File: src/rtl/uart_txg_pkg.sv
package uart_txg_pkg;

    typedef enum logic [1:0] {
        TXS_IDLE,
        TXS_START,
        TXS_DATA,
        TXS_STOP
    } txs_e;

    localparam logic [1:0] REG_DATA   = 2'd0;
    localparam logic [1:0] REG_DIV_LO = 2'd1;
    localparam logic [1:0] REG_DIV_HI = 2'd2;
    localparam logic [1:0] REG_CTL    = 2'd3;

endpackage

File: src/rtl/txg_baud.sv
module txg_baud #(
    parameter int DW = 16
) (
    input  logic          clk,
    input  logic          rst_n,
    input  logic [DW-1:0] div,
    output logic          tick
);
    logic [DW-1:0] cnt;
    logic [DW-1:0] div_eff;

    // a zero divisor behaves like one so the tick never stalls
    assign div_eff = (div == '0) ? DW'(1) : div;
    assign tick    = (cnt >= div_eff - DW'(1));

    always_ff @(posedge clk or negedge rst_n) begin
        if (!rst_n)     cnt <= '0;
        else if (tick)  cnt <= '0;
        else            cnt <= cnt + DW'(1);
    end
endmodule

File: src/rtl/txg_fifo.sv
module txg_fifo #(
    parameter int W     = 8,
    parameter int DEPTH = 16
) (
    input  logic                       clk,
    input  logic                       rst_n,
    input  logic                       push,
    input  logic [W-1:0]               din,
    input  logic                       pop,
    output logic [W-1:0]               dout,
    output logic                       empty,
    output logic                       drop,
    output logic [$clog2(DEPTH+1)-1:0] count
);
    localparam int PW = $clog2(DEPTH);
    localparam int CW = $clog2(DEPTH+1);

    logic [W-1:0]  mem [DEPTH];
    logic [PW-1:0] wp, rp;
    logic          full, do_push, do_pop;

    assign full    = (count == CW'(DEPTH));
    assign empty   = (count == '0);
    assign do_pop  = pop && !empty;
    assign do_push = push && (!full || do_pop);
    assign drop    = push && !do_push;
    assign dout    = mem[rp];

    function automatic logic [PW-1:0] nxt(input logic [PW-1:0] p);
        return (p == PW'(DEPTH-1)) ? '0 : p + PW'(1);
    endfunction

    always_ff @(posedge clk) begin
        if (do_push) mem[wp] <= din;
    end

    always_ff @(posedge clk or negedge rst_n) begin
        if (!rst_n) begin
            wp    <= '0;
            rp    <= '0;
            count <= '0;
        end else begin
            if (do_push) wp <= nxt(wp);
            if (do_pop)  rp <= nxt(rp);
            unique case ({do_push, do_pop})
                2'b10:   count <= count + CW'(1);
                2'b01:   count <= count - CW'(1);
                default: count <= count;
            endcase
        end
    end
endmodule

File: src/rtl/txg_shift.sv
module txg_shift
    import uart_txg_pkg::*;
#(
    parameter int DATA_BITS = 8,
    parameter int OSR       = 16
) (
    input  logic                 clk,
    input  logic                 rst_n,
    input  logic                 tick,
    input  logic                 en,
    input  logic                 have_data,
    input  logic [DATA_BITS-1:0] din,
    output logic                 pop,
    output logic                 txd,
    output logic                 busy,
    output txs_e                 state
);
    localparam int TW = $clog2(OSR);
    localparam int BW = $clog2(DATA_BITS);

    txs_e                 nxt;
    logic [TW-1:0]        tcnt;
    logic [BW-1:0]        bidx;
    logic [DATA_BITS-1:0] sh;
    logic                 last_tick;

    assign pop       = (state == TXS_IDLE) && en && have_data;
    assign last_tick = tick && (tcnt == TW'(OSR-1));

    // state register
    always_ff @(posedge clk or negedge rst_n) begin
        if (!rst_n) state <= TXS_IDLE;
        else        state <= nxt;
    end

    // transitions
    always_comb begin
        nxt = state;
        unique case (state)
            TXS_IDLE:  if (pop)       nxt = TXS_START;
            TXS_START: if (last_tick) nxt = TXS_DATA;
            TXS_DATA:  if (last_tick && bidx == BW'(DATA_BITS-1)) nxt = TXS_STOP;
            TXS_STOP:  if (last_tick) nxt = TXS_IDLE;
        endcase
    end

    // bit and tick counters, shift register
    always_ff @(posedge clk or negedge rst_n) begin
        if (!rst_n) begin
            tcnt <= '0;
            bidx <= '0;
            sh   <= '0;
        end else if (pop) begin
            tcnt <= '0;
            bidx <= '0;
            sh   <= din;
        end else if (state != TXS_IDLE && tick) begin
            tcnt <= last_tick ? '0 : tcnt + TW'(1);
            if (state == TXS_DATA && last_tick) begin
                sh   <= sh >> 1;
                bidx <= bidx + BW'(1);
            end
        end
    end

    // outputs
    always_comb begin
        unique case (state)
            TXS_IDLE:  begin txd = 1'b1;  busy = 1'b0; end
            TXS_START: begin txd = 1'b0;  busy = 1'b1; end
            TXS_DATA:  begin txd = sh[0]; busy = 1'b1; end
            TXS_STOP:  begin txd = 1'b1;  busy = 1'b1; end
        endcase
    end
endmodule

File: src/rtl/uart_tx_gated.sv
module uart_tx_gated
    import uart_txg_pkg::*;
#(
    parameter int          DEPTH     = 16,
    parameter logic [15:0] DIV_RESET = 16'd1
) (
    input  logic       clk,
    input  logic       rst_n,
    input  logic       wr_en,
    input  logic [1:0] wr_addr,
    input  logic [7:0] wr_data,
    output logic       txd,
    output logic [7:0] ctl_q,
    output logic       overflow,
    output logic       empty_pulse,
    output logic       tx_idle
);
    localparam int DATA_BITS = 8;
    localparam int OSR       = 16;
    localparam int DIV_W     = 16;
    localparam int CW        = $clog2(DEPTH+1);

    logic [DIV_W-1:0]     div_q;
    logic                 en_q, ovf_q, empty_q;
    logic                 tick, fifo_empty, fifo_drop, sh_pop, sh_busy;
    logic [DATA_BITS-1:0] fifo_dout;
    logic [CW-1:0]        fifo_cnt;
    logic                 push;
    txs_e                 sh_state;

    assign push = wr_en && (wr_addr == REG_DATA);

    always_ff @(posedge clk or negedge rst_n) begin
        if (!rst_n) begin
            div_q   <= DIV_RESET;
            en_q    <= 1'b1;
            ovf_q   <= 1'b0;
            empty_q <= 1'b1;
        end else begin
            empty_q <= fifo_empty;
            if (fifo_drop) ovf_q <= 1'b1;
            if (wr_en) begin
                unique case (wr_addr)
                    REG_DIV_LO: div_q[7:0]  <= wr_data;
                    REG_DIV_HI: div_q[15:8] <= wr_data;
                    REG_CTL:    en_q        <= wr_data[7];
                    default:    ;
                endcase
            end
        end
    end

    txg_baud #(.DW(DIV_W)) u_baud (
        .clk  (clk),
        .rst_n(rst_n),
        .div  (div_q),
        .tick (tick)
    );

    txg_fifo #(.W(DATA_BITS), .DEPTH(DEPTH)) u_fifo (
        .clk  (clk),
        .rst_n(rst_n),
        .push (push),
        .din  (wr_data),
        .pop  (sh_pop),
        .dout (fifo_dout),
        .empty(fifo_empty),
        .drop (fifo_drop),
        .count(fifo_cnt)
    );

    txg_shift #(.DATA_BITS(DATA_BITS), .OSR(OSR)) u_shift (
        .clk      (clk),
        .rst_n    (rst_n),
        .tick     (tick),
        .en       (en_q),
        .have_data(!fifo_empty),
        .din      (fifo_dout),
        .pop      (sh_pop),
        .txd      (txd),
        .busy     (sh_busy),
        .state    (sh_state)
    );

    assign ctl_q       = {en_q, 7'b0};
    assign overflow    = ovf_q;
    assign empty_pulse = fifo_empty && !empty_q;
    assign tx_idle     = fifo_empty && !sh_busy;
endmodule

File: config.mk
export PLATFORM = sky130hd
export DESIGN_NAME = uart_tx_gated
export DESIGN_NICKNAME = d
export VERILOG_FILES = /design/src/rtl/uart_txg_pkg.sv /design/src/rtl/txg_baud.sv /design/src/rtl/txg_fifo.sv /design/src/rtl/txg_shift.sv /design/src/rtl/uart_tx_gated.sv
export SDC_FILE = /design/constraint.sdc
export NUM_CORES = 1
export LEC_CHECK = 0
export BUFFER_PORTS_ARGS = -buffer_cell sky130_fd_sc_hd__buf_2
export CORE_MARGIN = 5
export CORE_UTILIZATION = 30
export DETAILED_ROUTE_END_ITERATION = 10
export GPL_TIMING_DRIVEN = 1
export MAX_ROUTING_LAYER = met4
export PLACE_DENSITY_LB_ADDON = 0.25
export SLEW_MARGIN = 40
export SYNTH_ARGS = -nofsm -noshare
export SYNTH_HDL_FRONTEND = slang
export SYNTH_SLANG_ARGS = --single-unit
File: constraint.sdc
create_clock -name clk -period 5.4 [get_ports clk]
set_clock_uncertainty 0.15 [all_clocks]
set_input_delay 1.08 -clock clk [delete_from_list [all_inputs] [get_ports clk]]
set_output_delay 1.08 -clock clk [all_outputs]
set_load 0.05 [all_outputs]
After elaboration in Yosys (flattened, before gate mapping)
Memories as Yosys holds them, arrays and structs flattened.
Cells that the tools add are included.
{ "classes": {"addsub": 8, "n_lt_le_gt_ge": 1, "eq_ne": 17, "n_mux": 23, "n_reduce_logical": 33} }
{ "op_table": {"columns": ["operator", "n"], "rows": [
  ["$mux W16", 2],
  ["$mux W8", 3],
  ["$mux W4", 5],
  ["$add A16 B1 Y16 const B", 1],
  ["$ge A16 B16 Y1", 1],
  ["$logic_not A16 Y1", 1],
  ["$sub A16 B1 Y16 const B", 1],
  ["$add A4 B1 Y4 const B", 3],
  ["$eq A4 B4 Y1 const B", 3],
  ["$logic_and A1 B1 Y1", 12],
  ["$eq A2 B2 Y1 const B", 5],
  ["$pmux W5 S2", 1],
  ["$mux W3", 3],
  ["$mux W2", 4],
  ["$pmux W2 S4", 1],
  ["$reduce_and A2 Y1", 4],
  ["$reduce_bool A2 Y1", 4],
  ["$eq A2 B1 Y1 const B", 3],
  ["$ne A2 B1 Y1 const B", 3],
  ["$add A5 B1 Y5 const B", 1],
  ["$eq A5 B5 Y1 const B", 1],
  ["$logic_not A1 Y1", 5],
  ["$logic_not A5 Y1", 1],
  ["$sub A5 B1 Y5 const B", 1],
  ["other kinds (11)", 13]
]} }
{ "word_totals": {"register_bits": 65, "mem_bits_rw": 128, "out_inout_bits": 12, "memories": 1} }
{ "memory_table": {"columns": ["name", "depth", "word_bits", "read_ports", "rd_clocked_by_memory_dff", "write_ports", "line_no", "rtl"], "rows": [
  ["u_fifo.mem", 16, 8, 1, 0, 1, "txg_fifo.sv:18", "logic [W-1:0] mem [DEPTH];"]
]} }

Longest topological paths before layout
{ "logic_depth": {"ltp_word": 9, "mapped_depth": 17, "depth_no_buf": 16} }

By module
Synthesis repeated with hierarchy kept, for this count alone.
{ "unflattened": {"hier_cells": 642, "area_unflattened_um2": 8932.3} }
{ "modules_own_cells": {"columns": ["module", "n_inst", "cells_each", "area_each_um2", "seq_area_each_um2"], "rows": [
  ["txg_fifo", 1, 347, 5844.4, 4169.0],
  ["txg_baud", 1, 151, 1360.1, 400.4],
  ["txg_shift", 1, 91, 923.4, 425.4],
  ["uart_tx_gated", 1, 53, 804.5, 479.2]
]} }

Worst setup path after synthesis
Ideal clock, no wire load.
{ "synth_path": {"path_type": "register to register", "from": "reg div_q[9]", "to": "reg u_shift.state[1]", "setup_time_ns": 0.125, "arrival_time_ns": 4.270, "path_slack_ns": 0.856, "path_stages_with_launch": 17, "path_buffers": 0, "path_cell_list": "dfrtp_1 -> or4_4 -> or4_1 -> or4_4 -> nor2b_1 -> ha_1 -> nand2_1 -> nor2_1 -> nand2_1 -> xor2_1 -> ha_1 -> nand4_1 -> nor2_1 -> a311oi_1 -> nand3_1 -> a21oi_1 -> mux2_2"} }
{ "synth_via": {"elab_chain_cells": 8, "elab_cells_between_ends": 10, "classes_between": "add/sub (1); order compare (1); eq/ne (3); mux (1); reduce/logical (4)"} }
{ "synth_rtl": {"columns": ["element", "line_no", "rtl"], "rows": [
  ["from (decl)", "uart_tx_gated.sv:23", "logic [DIV_W-1:0] div_q;"],
  ["from (signal assigned)", "uart_tx_gated.sv:45", "REG_DIV_HI: div_q[15:8] <= wr_data;"],
  ["$logic_not A16 Y1", "txg_baud.sv:13", "assign div_eff = (div == '0) ? DW'(1) : div;"],
  ["$mux W16 *", "txg_baud.sv:13", null],
  ["$sub A16 B1 Y16 *", "txg_baud.sv:14", "assign tick = (cnt >= div_eff - DW'(1));"],
  ["$ge A16 B16 Y1 *", "txg_baud.sv:14", null],
  ["$logic_and A1 B1 Y1 *", "txg_shift.sv:28", "assign last_tick = tick && (tcnt == TW'(OSR-1));"],
  ["$logic_and A1 B1 Y1", "txg_shift.sv:42", "TXS_DATA: if (last_tick && bidx == BW'(DATA_BITS-1)) nxt = TXS_STOP;"],
  ["$ne A2 B1 Y1 (no source line)", null, null],
  ["$reduce_and A4 Y1 (no source line) *", null, null],
  ["to (signal assigned)", "txg_shift.sv:33", "else state <= nxt;"],
  ["to (decl)", "txg_shift.sv:16", "output txs_e state"]
]} }
Every way passes the cells marked *; elsewhere a longest branch is shown, timed or not.
A chain may end at the register's enable or synchronous reset.

Worst setup path after layout
{ "layout_path": {"from": "reg div_q[9]", "to": "reg u_shift.sh[1]"} }
{ "layout_via": {"elab_chain_cells": 8, "elab_cells_between_ends": 10, "classes_between": "add/sub (1); order compare (1); mux (1); reduce/logical (7)"} }
{ "layout_rtl": {"columns": ["element", "line_no", "rtl"], "rows": [
  ["$logic_not A16 Y1", "txg_baud.sv:13", null],
  ["$mux W16 *", "txg_baud.sv:13", null],
  ["$sub A16 B1 Y16 *", "txg_baud.sv:14", null],
  ["$ge A16 B16 Y1 *", "txg_baud.sv:14", null],
  ["$logic_and A1 B1 Y1", "txg_shift.sv:28", null],
  ["$logic_and A1 B1 Y1", "txg_shift.sv:59", "if (state == TXS_DATA && last_tick) begin"],
  ["$reduce_bool A2 Y1 (no source line)", null, null],
  ["$reduce_and A2 Y1 (no source line) *", null, null],
  ["to (signal assigned)", "txg_shift.sv:56", "sh <= din;"],
  ["to (signal assigned)", "txg_shift.sv:60", "sh <= sh >> 1;"],
  ["to (decl)", "txg_shift.sv:24", "logic [DATA_BITS-1:0] sh;"]
]} }
Marks and branches as above.

==> impl_metrics.json <==
{
  "status": "finished, final reports clean",
  "nets": 653,
  "worstPathRequired_ps": 5550,
  "synth_seq_cells": 193,
  "fin_area_um2": 9870,
  "clock_latency_ps": 450,
  "fin_cells": 1002,
  "areaGrowthSynthToFinish_pct": 13.5,
  "numCtsBuffers": 17,
  "setup_violations": 0,
  "die_w_um": 180,
  "fp-row-count": 62,
  "antenna_cells": 0,
  "grt_pass1_vias": 5126,
  "htreeDepth": 4,
  "hpwl_um": 12800,
  "slew_violations": 0,
  "yosysTopAreaCell": "edfxtp_1",
  "first_pass_iters": 4,
  "drt-total-wl_um": 18400,
  "netlist_area_um2": 8690,
  "hold_slack_ps": 328,
  "cts_tree": "done",
  "min_path_type": "register to register",
  "fill_cells": 2711,
  "drive_gt1_frac": 0.204,
  "synthArstFlopShare": 0.337,
  "tns_ps": 0,
  "post_cts_resized": 0,
  "synth_area_leaders": "edfxtp_1 (44%), dfrtp_1 (18%), mux4_2 (10%)",
  "coreArea_um2": 28600,
  "clock_sinks": 193,
  "syn_avg_cell_area_um2": 15.0,
  "grt_first_pass_wirelength_um": 29800,
  "cts_hold_buf": 0,
  "drc": 0,
  "gp_congestion": 0.775,
  "netlist_instances": 581,
  "place_inst": 970,
  "io_pins": 25,
  "leakage_nw": 3.63,
  "layout.area.seq_um2": 5480,
  "grt-ovfl-total": 0,
  "max_freq_mhz": 208,
  "viasPerCell": 4.86,
  "rsz0062_at_grt": "no",
  "io_buffers": 17,
  "cp_max_fo": 8,
  "post-route-min-period_ps": 4800,
  "antenna_left": 0,
  "synth-seq-area-share": 0.630,
  "clk_pin_slew_ps": 80,
  "worst_pin_slew_ps": 750,
  "p_total_mw": 4.51,
  "fin_ws_ps": 600,
  "die_h_um": 180,
  "ys.warnings.count": 0,
  "ctsLongestPathBuffers": 2,
  "start_util": 0.304,
  "synth_top_area_share": 0.442,
  "grt_max_degree": 41,
  "post_drt_wl_per_cell_um": 18.4,
  "drt_iter0_markers": 362,
  "clockRootBuffer": "clkbuf_16",
  "crit_arrival_ps": 4950,
  "peakVddDrop_uv": 234,
  "finalCritPeriodShare": 0.889,
  "preCtsSetupSlack_ps": 594,
  "ys_types": 55,
  "crit_type": "register to register",
  "worstSetupStartpointType": "register",
  "synth_flop_cell": "edfxtp_1",
  "dieArea_um2": 32500,
  "finalHoldViolCount": 0,
  "post_dp_cell_area_um2": 9210,
  "postCtsSetupBuffers": 0,
  "synth_edf_count": 128,
  "multi_input_area_um2": 3070,
  "fin_util": 0.345,
  "grt_use_total": 0.122,
  "vias": 4869,
  "maxCapViolations": 0,
  "cp-end-kind": "register",
  "relSlewSlack": 0.500,
  "power_density_nw_per_um2": 457,
  "antenna_found_initial": 1
}
## synthesized netlist by cell type (all sizes together) (3+ instances only)
cell    instances
inv            14
or4             6
o211ai          8
dfstp           3
o21ai          15
nand4           4
mux4           40
nor2           34
xor2           19
nand2          51
buf            13
mux2           18
nand3          24
clkbuf         11
xnor2          12
nor3            3
nor2b           3
a21oi          13
edfxtp        128
and3            6
a21o            4
dfrtp          62
or3             3
ha             34
and2           17
## logic make-up after synthesis
group	after synthesis	synth area share
XOR/XNOR	31	0.0312
flip-flops	193	0.630
buffers and inverters	38	0.0203
multiplexers	60	0.129
AND/OR/NAND/NOR	163	0.0927
other	1	0.000431
AO/OA/AOI/OAI	60	0.0453
adder cells (fa/ha/maj)	35	0.0512
## where the power goes
group / leakage, nW / switching (mW) / internal [mW]
combinational: 1.35 / 0.573 / 0.545
sequential: 1.96 / 0.261 / 1.75
clock: 0.318 / 0.716 / 0.672
total: 3.63 / 1.55 / 2.96
## critical path: stages, from the launching register on
cell      delay [ps]
dfrtp_1          430
or4_4            570
or4_1            450
or4_4            530
nor2b_1          170
ha_1             200
nand2_1          130
nor2_1            90
nand2_1           80
xor2_1            70
ha_1             300
nand4_1          180
a211oi_1         240
a32oi_1          180
a31o_2           340
nor2_1           400
o211ai_1         180
## layout make-up
type / instances / share of cell area
clock buffers: 17 / 0.0431
clock inverters: 15 / 0.0237
inverters: 14 / 0.00532
multi-input cells: 356 / 0.311
flip-flops and latches: 193 / 0.555
well taps: 384 / 0.0487
repair buffers: 23 / 0.0132
## per-layer routing
| layer | GRT usage | vias to the layer above | wire length [um] |
|---|---|---|---|
| met2 | 0.189 | 81 | 8870 |
| li1 | - | 2241 | - |
| met4 | 0.0345 | 0 | 295 |
| met5 | - | - | 0 |
| met3 | 0.0228 | 25 | 624 |
| met1 | 0.165 | 2522 | 8660 |
## sequential cells by signal, indices dropped and copies added, names as in the netlist
register       count
overflow           1
u_shift.bidx       3
u_fifo.mem       128
u_shift.state      2
div_q             16
u_fifo.count       5
u_fifo.rp          4
u_fifo.wp          4
en_q               1
u_shift.sh         8
u_baud.cnt        16
empty_q            1
u_shift.tcnt       4
## worst paths after layout
kind	from	end	slack, ps	cells after the start
max	div_q[9]	u_shift.sh[1]	600	16
min	overflow	overflow	330	1
max reg2reg	div_q[9]	u_shift.sh[1]	600	16
min reg2reg	overflow	overflow	330	1
max in group asynchronous	rst_n	u_fifo.rp[1]	3560	2
min in group asynchronous	rst_n	u_baud.cnt[2]	530	1
## cells in the final DEF, fill, tap and decap left out, types with 3 or more instances in the layout
cell         n
xor2_1      19
or3_1        3
and3_1       6
a21oi_1     13
nor2b_1      3
o211ai_1     8
and2_1      17
mux2_2      18
conb_1       7
dfstp_2      3
or4_1        4
nor3_1       3
edfxtp_1   128
nand3_1     24
nand2_1     50
mux4_2      40
inv_1       14
nor2_1      33
a21o_1       4
dfrtp_1     59
nand4_1      4
xnor2_1     12
ha_1        34
buf_2       17
buf_4        6
clkbuf_16   17
o21ai_0     14
inv_12       8
No activity file was read; power rests on OpenSTA's default activity.
